<file path="config.mk">
export PLATFORM = sky130hd
export DESIGN_NAME = txfir_deemph_enc
export DESIGN_NICKNAME = d
export VERILOG_FILES = /design/src/rtl/txfir_pkg.sv /design/src/rtl/txfir_hist.sv /design/src/rtl/txfir_coef.sv /design/src/rtl/txfir_sum.sv /design/src/rtl/txfir_deemph_enc.sv
export SDC_FILE = /design/constraint.sdc
export NUM_CORES = 1
export LEC_CHECK = 0
export ABC_CLOCK_PERIOD_IN_PS = 14880
export BUFFER_PORTS_ARGS = -buffer_cell sky130_fd_sc_hd__buf_2
export CORE_ASPECT_RATIO = 1.5
export CORE_MARGIN = 1
export CORE_UTILIZATION = 60
export DETAILED_ROUTE_END_ITERATION = 10
export GPL_ROUTABILITY_DRIVEN = 1
export HOLD_SLACK_MARGIN = 0.12
export PLACE_DENSITY_LB_ADDON = 0.08
export SETUP_SLACK_MARGIN = 0.3
export SYNTH_ARGS = -nofsm -noshare
export SYNTH_HDL_FRONTEND = slang
export SYNTH_HIERARCHICAL = 1
export SYNTH_SLANG_ARGS = --single-unit
</file>
<file path="constraint.sdc">
create_clock -name clk -period 14.88 [get_ports clk]
set_input_delay 2.976 -clock clk [delete_from_list [all_inputs] [get_ports clk]]
set_output_delay 2.976 -clock clk [all_outputs]
set_load 0.005 [all_outputs]
</file>
<file path="src/rtl/txfir_pkg.sv">
`timescale 1ns/1ps
package txfir_pkg;
  typedef enum logic {
    LVL_RAW      = 1'b0,
    LVL_CENTRED  = 1'b1
  } level_mode_e;

  // Output width: coefficient bits, growth from summing taps, sign, headroom for the offset.
  function automatic int level_width(input int coef_w, input int post_taps);
    return coef_w + $clog2(post_taps + 1) + 2;
  endfunction
endpackage

</file>
<file path="src/rtl/txfir_hist.sv">
`timescale 1ns/1ps
module txfir_hist #(
  parameter int DEPTH = 2
) (
  input  logic             clk,
  input  logic             rst_n,
  input  logic             shift,
  input  logic             bit_in,
  output logic [DEPTH-1:0] hist
);
  generate
    if (DEPTH == 1) begin : g_single
      always_ff @(posedge clk) begin
        if (!rst_n)     hist <= '0;
        else if (shift) hist <= bit_in;
      end
    end else begin : g_chain
      always_ff @(posedge clk) begin
        if (!rst_n)     hist <= '0;
        else if (shift) hist <= {hist[DEPTH-2:0], bit_in};
      end

      AST_HIST_MOVE: assert property (@(posedge clk) disable iff (!rst_n)
        shift |=> hist[DEPTH-1:1] == $past(hist[DEPTH-2:0]));
    end
  endgenerate

  AST_HIST_ENTRY: assert property (@(posedge clk) disable iff (!rst_n)
    shift |=> hist[0] == $past(bit_in));
  AST_HIST_HOLD: assert property (@(posedge clk) disable iff (!rst_n)
    !shift |=> $stable(hist));
endmodule

</file>
<file path="src/rtl/txfir_coef.sv">
`timescale 1ns/1ps
module txfir_coef #(
  parameter int COEF_W    = 8,
  parameter int POST_TAPS = 2
) (
  input  logic                          clk,
  input  logic                          rst_n,
  input  logic                          load,
  input  logic [COEF_W-1:0]             c0_in,
  input  logic [POST_TAPS*COEF_W-1:0]   post_in,
  input  txfir_pkg::level_mode_e        mode_in,
  output logic [COEF_W-1:0]             c0,
  output logic [POST_TAPS*COEF_W-1:0]   post,
  output txfir_pkg::level_mode_e        mode
);
  localparam logic [COEF_W-1:0] UNITY = COEF_W'(1) << (COEF_W - 1);

  always_ff @(posedge clk) begin
    if (!rst_n) begin
      c0   <= UNITY;
      post <= '0;
      mode <= txfir_pkg::LVL_RAW;
    end else if (load) begin
      c0   <= c0_in;
      post <= post_in;
      mode <= mode_in;
    end
  end

  AST_COEF_HOLD: assert property (@(posedge clk) disable iff (!rst_n)
    !load |=> $stable({c0, post, mode}));
  AST_COEF_TAKE: assert property (@(posedge clk) disable iff (!rst_n)
    load |=> c0 == $past(c0_in) && post == $past(post_in));
endmodule

</file>
<file path="src/rtl/txfir_sum.sv">
`timescale 1ns/1ps
module txfir_sum #(
  parameter int COEF_W    = 8,
  parameter int POST_TAPS = 2,
  parameter int LEVEL_W   = 12
) (
  input  logic                              bit_now,
  input  logic [POST_TAPS-1:0]              hist,
  input  logic [COEF_W-1:0]                 c0,
  input  logic [POST_TAPS*COEF_W-1:0]       post,
  input  txfir_pkg::level_mode_e            mode,
  output logic signed [LEVEL_W-1:0]         level
);
  localparam int PAD = LEVEL_W - COEF_W;

  function automatic logic signed [LEVEL_W-1:0] widen(input logic [COEF_W-1:0] c);
    return $signed({{PAD{1'b0}}, c});
  endfunction

  // run: accumulated level over taps; base: cursor minus every post tap (swing midpoint x2)
  logic signed [LEVEL_W-1:0] run  [POST_TAPS+1];
  logic signed [LEVEL_W-1:0] base [POST_TAPS+1];
  logic signed [LEVEL_W-1:0] offset;

  assign run[0]  = bit_now ? widen(c0) : '0;
  assign base[0] = widen(c0);

  generate
    for (genvar g = 0; g < POST_TAPS; g++) begin : g_tap
      logic [COEF_W-1:0] coef;
      assign coef      = post[g*COEF_W +: COEF_W];
      assign run[g+1]  = run[g] - (hist[g] ? widen(coef) : '0);
      assign base[g+1] = base[g] - widen(coef);
    end
  endgenerate

  assign offset = base[POST_TAPS] >>> 1;
  assign level  = (mode == txfir_pkg::LVL_CENTRED) ? run[POST_TAPS] - offset
                                                   : run[POST_TAPS];
endmodule

</file>
<file path="src/rtl/txfir_deemph_enc.sv">
`timescale 1ns/1ps
module txfir_deemph_enc #(
  parameter  int COEF_W    = 8,
  parameter  int POST_TAPS = 2,
  localparam int LEVEL_W   = txfir_pkg::level_width(COEF_W, POST_TAPS)
) (
  input  logic                        clk,
  input  logic                        rst_n,
  input  logic                        in_valid,
  output logic                        in_ready,
  input  logic                        in_bit,
  output logic                        out_valid,
  input  logic                        out_ready,
  output logic [LEVEL_W-1:0]          out_level,
  input  logic                        cfg_load,
  input  logic [COEF_W-1:0]           cfg_c0,
  input  logic [POST_TAPS*COEF_W-1:0] cfg_post,
  input  logic                        cfg_center
);
  logic                        accept;
  logic [POST_TAPS-1:0]        hist;
  logic [COEF_W-1:0]           act_c0;
  logic [POST_TAPS*COEF_W-1:0] act_post;
  txfir_pkg::level_mode_e      act_mode;
  txfir_pkg::level_mode_e      mode_in;
  logic signed [LEVEL_W-1:0]   next_level;

  assign in_ready = !out_valid || out_ready;
  assign accept   = in_valid && in_ready;
  assign mode_in  = cfg_center ? txfir_pkg::LVL_CENTRED : txfir_pkg::LVL_RAW;

  txfir_hist #(.DEPTH(POST_TAPS)) u_hist (
    .clk    (clk),
    .rst_n  (rst_n),
    .shift  (accept),
    .bit_in (in_bit),
    .hist   (hist)
  );

  txfir_coef #(.COEF_W(COEF_W), .POST_TAPS(POST_TAPS)) u_coef (
    .clk     (clk),
    .rst_n   (rst_n),
    .load    (cfg_load),
    .c0_in   (cfg_c0),
    .post_in (cfg_post),
    .mode_in (mode_in),
    .c0      (act_c0),
    .post    (act_post),
    .mode    (act_mode)
  );

  txfir_sum #(.COEF_W(COEF_W), .POST_TAPS(POST_TAPS), .LEVEL_W(LEVEL_W)) u_sum (
    .bit_now (in_bit),
    .hist    (hist),
    .c0      (act_c0),
    .post    (act_post),
    .mode    (act_mode),
    .level   (next_level)
  );

  always_ff @(posedge clk) begin
    if (!rst_n) begin
      out_valid <= 1'b0;
      out_level <= '0;
    end else if (accept) begin
      out_valid <= 1'b1;
      out_level <= next_level;
    end else if (out_ready) begin
      out_valid <= 1'b0;
    end
  end

  AST_STALL_HOLD: assert property (@(posedge clk) disable iff (!rst_n)
    out_valid && !out_ready |=> out_valid && $stable(out_level));
  AST_ACCEPT_VALID: assert property (@(posedge clk) disable iff (!rst_n)
    accept |=> out_valid);
  AST_EMPTY_READY: assert property (@(posedge clk) disable iff (!rst_n)
    !out_valid |-> in_ready);
  AST_IDLE_DRAIN: assert property (@(posedge clk) disable iff (!rst_n)
    !in_valid && out_ready |=> !out_valid);
endmodule

</file>
==> metrics.txt, run 1 <==
register area share after synthesis approximately 22%; worst hold-check path type flop to flop; Worst EP arrival just over 7000 ps; Detailed Route WL about 7000 um; Post-synth ARST share 0%; compound-cell area share of the yosys netlist between 10% and 20%; share of cells above drive strength 1 14.7%; Die X 65.2 um; mux cell area share after synthesis 13.0%; gr ovfl total 0; Net Sw Power between 0.2 and 0.25 mW; hold buffers post-CTS 0; Post-Syn Instances approximately 420; io pins 45; DRT Pass-1 Iters 4; ANT nets after route 0; Clk Latency, worst-skew pair roughly 300 ps; Cell Count, Final, Fillers Out about 530; Cell Pwr Density 141 nW/um2; reg2reg path depth 22; clock-pin slew on the worst setup and hold paths approximately 80 ps; crit path max fanout 9; Post-synth EDFFs 0; endpoints failing setup 0; Root Buffer clkbuf_8; largest family of logic cells by synthesized area simple AND/OR/NAND/NOR gates; CTS tree yes; Die Ht roughly 97 um; Fin Setup TNS 0 ps; cts repair resizes 0; Final Hold Fails 0; post-DP HPWL 5680 um; crit start category primary input; H-tree depth 2; Ys Warns 6; GRT Total Usage around a quarter; Switching Fraction just over 40%; Synth Area in Adders about 17%; Synth Area in Simple Gates between 20% and 30%; largest net degree at the start of global routing 53; vias in the first global route 2907; Worst Skew between 8 and 9 ps; xor/xnor share of the synthesized area under 10%; routed vias ~2900; Num Clock Sinks 40; syn avg cell area just under 9 um2; worst path required time roughly 15000 ps; Slew HR 49.2%; leakage power around 1.8 nW; Clk pwr share 16.4%; fin crit period 6940 ps; PortBufs 44; first-pass GRT wire length roughly 12000 um; Synth Register Bits 40; Inst Count DP 519; status complete, no violations; hold wc startpoint out_level[7]$_SDFFE_PN0P_; Antenna diodes 0; crit path kind primary input to flop; r2r endpoint out_level[11]$_SDFFE_PN0P_; Clock Path Buffers 2; final cycle utilization of the critical path a little under half; vias per cell roughly 5.5; # DRC 0; hold path depth 2; hold worst-path end out_level[7]$_SDFFE_PN0P_; Critical R2R Launch u_coef/post[1]$_SDFFE_PN0P_; net count after synthesis slightly below 500; 1st-iter DRT viols slightly above 100; Slew Limit Fails 0; max cap viols 0; Initial Utilization between 60% and 70%; cts bufs inserted 5; maximum VDD drop 77.5 uV; Most used DFF post-synth dfxtp_1; nets between 500 and 600; Worst R2R Setup Slack 10200 ps; DR WL/cell 13.4 um; Combinational Power Share approximately three fifths; Flop pwr share a little under a quarter; Place WS roughly 7600 ps; setup bufs post-CTS 0; fmax around 0.14 GHz; row cnt 34; Die ar. around 6300 um2; Distinct cells, synth about 50; Worst Setup End Kind flop; Core Footprint about 5800 um2; P_int ~0.33 mW; GPL Wtd Cong ~0.88; RSZ-0062 raised after global routing false; antenna violations before repair 0; cell area after synthesis 3590 um2; setup slack after layout slightly below 8000 ps; Hold WS around 450 ps; Layout area overhead 8.43%; Worst Tran Pin Value 762 ps; total power roughly 0.55 mW
==> cell usage in the layout, fill, tap and decap left out, drive strengths merged, types with 8 or more instances in the layout <==
cell / count
nor2: 17
a21oi: 17
inv: 32
ha: 40
xnor2: 19
and2: 11
xor2: 8
buf: 44
nand2: 50
o21a: 13
nor2b: 37
o21ai: 15
dfxtp: 40
mux2i: 42
==> metal layers <==
metal | wire [um] | up-vias | track usage, %
met5 | 0 | - | 0
met4 | 119 | 0 | 9.53
met3 | 162 | 11 | 3.18
met2 | 3750 | 50 | 45.4
met1 | 3020 | 1346 | 25.8
li1 | - | 1494 | -
==> cell usage after synthesis (all sizes together) (2+ instances only) <==
cell     count  area, um2
nor2b       37        231
mux2         4       45.0
o31ai        4       35.0
clkbuf       3       11.3
inv         32        120
o21ai       15       78.8
nand2       50        188
nor3         5       25.0
or3          2       17.5
and3         3       18.8
o21a        13       97.6
a211oi       2       15.0
nand2b       5       38.8
xnor2       19        166
o41ai        2       36.3
ha          40        500
a21oi       17       85.1
mux2i       42        420
nand4        2       12.5
dfxtp       40        801
nor2        17       63.8
xor2         8       70.1
o31a         5       43.8
nand3        6       30.0
and2        11       75.1
a21o         5       37.5
o2111ai      2       17.5
buf          9        104
fa           5        100
==> sequential cells by signal, indices dropped and copies added, names as in the netlist <==
| name | count |
|---|---|
| u_coef/c0 | 8 |
| u_coef/post | 16 |
| u_coef/mode | 1 |
| out_valid | 1 |
| out_level | 12 |
| u_hist/hist | 2 |
==> stage by stage <==
step | instance area [um2] | util [%]
after CTS | 3890 | 67.3
final | 3890 | 67.3
after global routing | 3890 | 67.3
after global placement | 3790 | 65.4
after detailed placement | 3790 | 65.4
after floorplan | 3590 | -
==> how the worst max path moves through the flow <==
stage | depth (start not counted) | slack, ps | to | start
after floorplan | 22 | 8100 | out_level[9]$_SDFFE_PN0P_ | in_bit
after global placement | 23 | 7720 | out_level[9]$_SDFFE_PN0P_ | in_bit
after detailed placement | 23 | 7630 | out_level[9]$_SDFFE_PN0P_ | in_bit
after CTS | 23 | 7940 | out_level[9]$_SDFFE_PN0P_ | in_bit
after global routing | 24 | 7610 | out_level[9]$_SDFFE_PN0P_ | in_bit
final | 23 | 7940 | out_level[9]$_SDFFE_PN0P_ | in_bit
==> worst max-delay path, stage by stage <==
cell      delay (ps)
buf_2            140
and2_1           180
ha_1             280
nor2b_1          130
o21ai_0          140
nand2b_1         100
a21o_1           190
a21oi_1          200
o21ai_0          140
xor2_1           160
ha_1             230
nor3_1           180
nand4_1          140
o211a_1          160
or2_2            330
ha_1             320
nand3_1           70
o31a_1           260
a2111o_1         410
nand3_1          100
xor2_1           150
nand2_1           60
mux2i_1          140
==> final cells by class <==
class / instances / area, um2
clock inverters: 2 / 35.0
multi-input cells: 331 / 2550
flip-flops and latches: 40 / 801
repair buffers: 44 / 220
fillers: 525 / 1890
inverters: 32 / 120
clock buffers: 6 / 72.6
well taps: 72 / 90.1
==> power groups by stage <==
stage          Combinational [mW]  Clock [mW]  Sequential, mW
6_report                    0.332      0.0901           0.127
4_1_cts                     0.332      0.0926           0.127
3_3_place_gp                0.325           0           0.129
3_5_place_dp                0.331           0           0.130
5_1_grt                     0.372      0.0956           0.129
2_1_floorplan               0.272           0           0.128
==> cell families (layout without fill, tap and decap cells) <==
family | count (synthesis) | after routing
adders and majority gates | 45 | 45
and+or+nand+nor | 142 | 142
buffers and inverters | 44 | 84
muxes | 46 | 46
xor gates and xnor gates | 27 | 27
DFF | 40 | 40
AOI/OAI and AO/OA | 71 | 71
Note: power is estimated with default switching activity, not from simulation.
==> inputs of run 2 (changes only) <==
--- a/config.mk
+++ b/config.mk
@@ -5,11 +5,11 @@
 export SDC_FILE = /design/constraint.sdc
 export NUM_CORES = 1
 export LEC_CHECK = 0
-export ABC_CLOCK_PERIOD_IN_PS = 14880
+export ABC_CLOCK_PERIOD_IN_PS = 6250
 export BUFFER_PORTS_ARGS = -buffer_cell sky130_fd_sc_hd__buf_2
 export CORE_ASPECT_RATIO = 1.5
 export CORE_MARGIN = 1
-export CORE_UTILIZATION = 60
+export CORE_UTILIZATION = 54
 export DETAILED_ROUTE_END_ITERATION = 10
 export GPL_ROUTABILITY_DRIVEN = 1
 export HOLD_SLACK_MARGIN = 0.12
==> constraint.sdc (replaced) <==
create_clock -name clk -period 6.25 [get_ports clk]
set_input_delay 1.25 -clock clk [delete_from_list [all_inputs] [get_ports clk]]
set_output_delay 1.25 -clock clk [all_outputs]
set_load 0.005 [all_outputs]
==> run 2 against run 1 <==
  * Final cell count rose by 0.76%
  * Register-to-register slack got worse by 8700 ps
  * Flip-flop and latch count did not move
  * Sequential share of layout area barely moved
  * Global-route usage fell by 2.7 points
  * First-iteration DRC count fell by 44%
  * Largest power group unchanged
==> metrics.txt, run 2 (synthesized netlist as in run 1, its figures left out) <==
fmax 0.191 GHz; Slew HR about half; Worst Tran Pin Value about 770 ps; hold buffers post-CTS 0; clock-pin slew on the worst setup and hold paths around 80 ps; Layout area overhead 8.68%; crit-path cells buf_2 -> and2_1 -> ha_1 -> nor2b_1 -> o21ai_0 -> nand2b_1 -> a21o_1 -> a21oi_1 -> o21ai_0 -> xor2_1 -> ha_1 -> nor3_1 -> nand4_1 -> o211a_1 -> or2_2 -> ha_1 -> nand3_1 -> o31a_1 -> a2111o_1 -> nand3_1 -> xor2_1 -> nand2_1 -> mux2i_1; Detailed Route WL approximately 7000 um; worst path required time ~6500 ps; setup bufs post-CTS 0; Initial Utilization between 50% and 60%; Hold WS 453 ps; Worst Setup End Kind flop; Die X 68.6 um; worst hold-check path type flop to flop; Core Footprint about 6400 um2; placed cell areas ~3800 um2; nets 530; largest register by flop count u_coef/post; Worst Skew roughly 5.4 ps; routed vias slightly below 3000; most frequent cells in the layout nand2_1 (50), buf_2 (44), mux2i_1 (42), dfxtp_1 (40), ha_1 (40); ANT nets after route 0; DRT Pass-1 Iters 4; Clock Path Buffers 2; # DRC 0; Place WS approximately 720 ps; antenna violations before repair 0; maximum VDD drop between 150 and 200 uV; GRT Total Usage between 20% and 30%; Fin Setup TNS 0 ps; Root Buffer clkbuf_8; Finished Cell Area between 3000 and 4000 um2; crit start category primary input; fin crit period approximately 5200 ps; Cell Pwr Density ~340 nW/um2; Regs by FF count u_coef/post (16), out_level (12), u_coef/c0 (8); first-pass GRT wire length between 10000 and 15000 um; status complete, no violations; DR WL/cell roughly 13 um; vias in the first global route approximately 2700; Critical-path top delay cell a2111o_1; Slew Limit Fails 0; io pins 45; max cap viols 0; max reg flops 16; gr ovfl total 0; Num Clock Sinks 40; Antenna diodes 0; RSZ-0062 raised after global routing false; CTS tree yes; post-DP HPWL around 5600 um; Clk Latency, worst-skew pair 290 ps; family with the most delay on the worst path compound AO/OA/AOI/OAI gates; vias per cell 5.47; largest net degree at the start of global routing 53; CP bufs+invs 1; H-tree depth 2; Final Hold Fails 0; Die ar. 6990 um2; Top cell by count, worst path ha_1; GPL Wtd Cong 0.831; final cycle utilization of the critical path between 80% and 90%; Worst EP arrival 5460 ps; Max stage delay on crit path approximately 410 ps; commonest non-fill, non-tap cell in the layout nand2_1; cts repair resizes 0; Die Ht slightly above 100 um; endpoints failing setup 0; 1st-iter DRT viols 57; Final Core Density between 60 and 70%; PortBufs 44; final-layout fill cell count approximately 600; cts bufs inserted 5; crit path max fanout 9; leakage power 1.78 nW; setup slack after layout 1020 ps; row cnt 36; crit path kind primary input to flop; share of cells above drive strength 1 14.9%
## run 2: cell type report
cell class,instances,area (um2),area share [%]
repair buffers,44,220,5.64
flip-flops and latches,40,801,20.5
well taps,76,95.1,2.44
multi-input cells,331,2550,65.5
clock inverters,3,42.5,1.09
clock buffers,5,68.8,1.76
inverters,32,120,3.08
## run 2: final timing paths
check                                            startpoint                          to  slack, ps  depth (start not counted)
worst max-delay path                                 in_bit   out_level[9]$_SDFFE_PN0P_       1020                         23
worst min register to register    out_level[8]$_SDFFE_PN0P_   out_level[8]$_SDFFE_PN0P_        450                          2
worst max register to register  u_coef/post[1]$_SDFFE_PN0P_  out_level[10]$_SDFFE_PN0P_       1510                         22
worst min-delay path              out_level[8]$_SDFFE_PN0P_   out_level[8]$_SDFFE_PN0P_        450                          2
## run 2: worst min-delay path: cells and delay by family, from the launching register on
family,cells,cell delay (ps)
DFF,1,310
and+or+nand+nor,1,50
muxes,1,50
## run 2: per-stage QoR
stage               instances  power [mW]
finish                    531        1.31
global route              531        1.43
CTS                       531        1.32
detailed placement        523        1.10
global placement          523        1.08
floorplan                 415       0.953
## run 2: power breakdown
part | total, mW | switching [mW] | leakage (nW) | internal (mW)
sequential | 0.302 | 0.0189 | 0.330 | 0.283
combinational | 0.794 | 0.417 | 1.40 | 0.377
clock | 0.215 | 0.0963 | 0.0541 | 0.118
total | 1.31 | 0.532 | 1.78 | 0.778
## run 2: metal layers
layer	part of all wire [%]	global-route usage [%]	wire length, um
met5	0	0	0
met3	2.7	3.46	188
met2	52	40.2	3620
met4	2.1	7.05	144
met1	44	23.2	3050
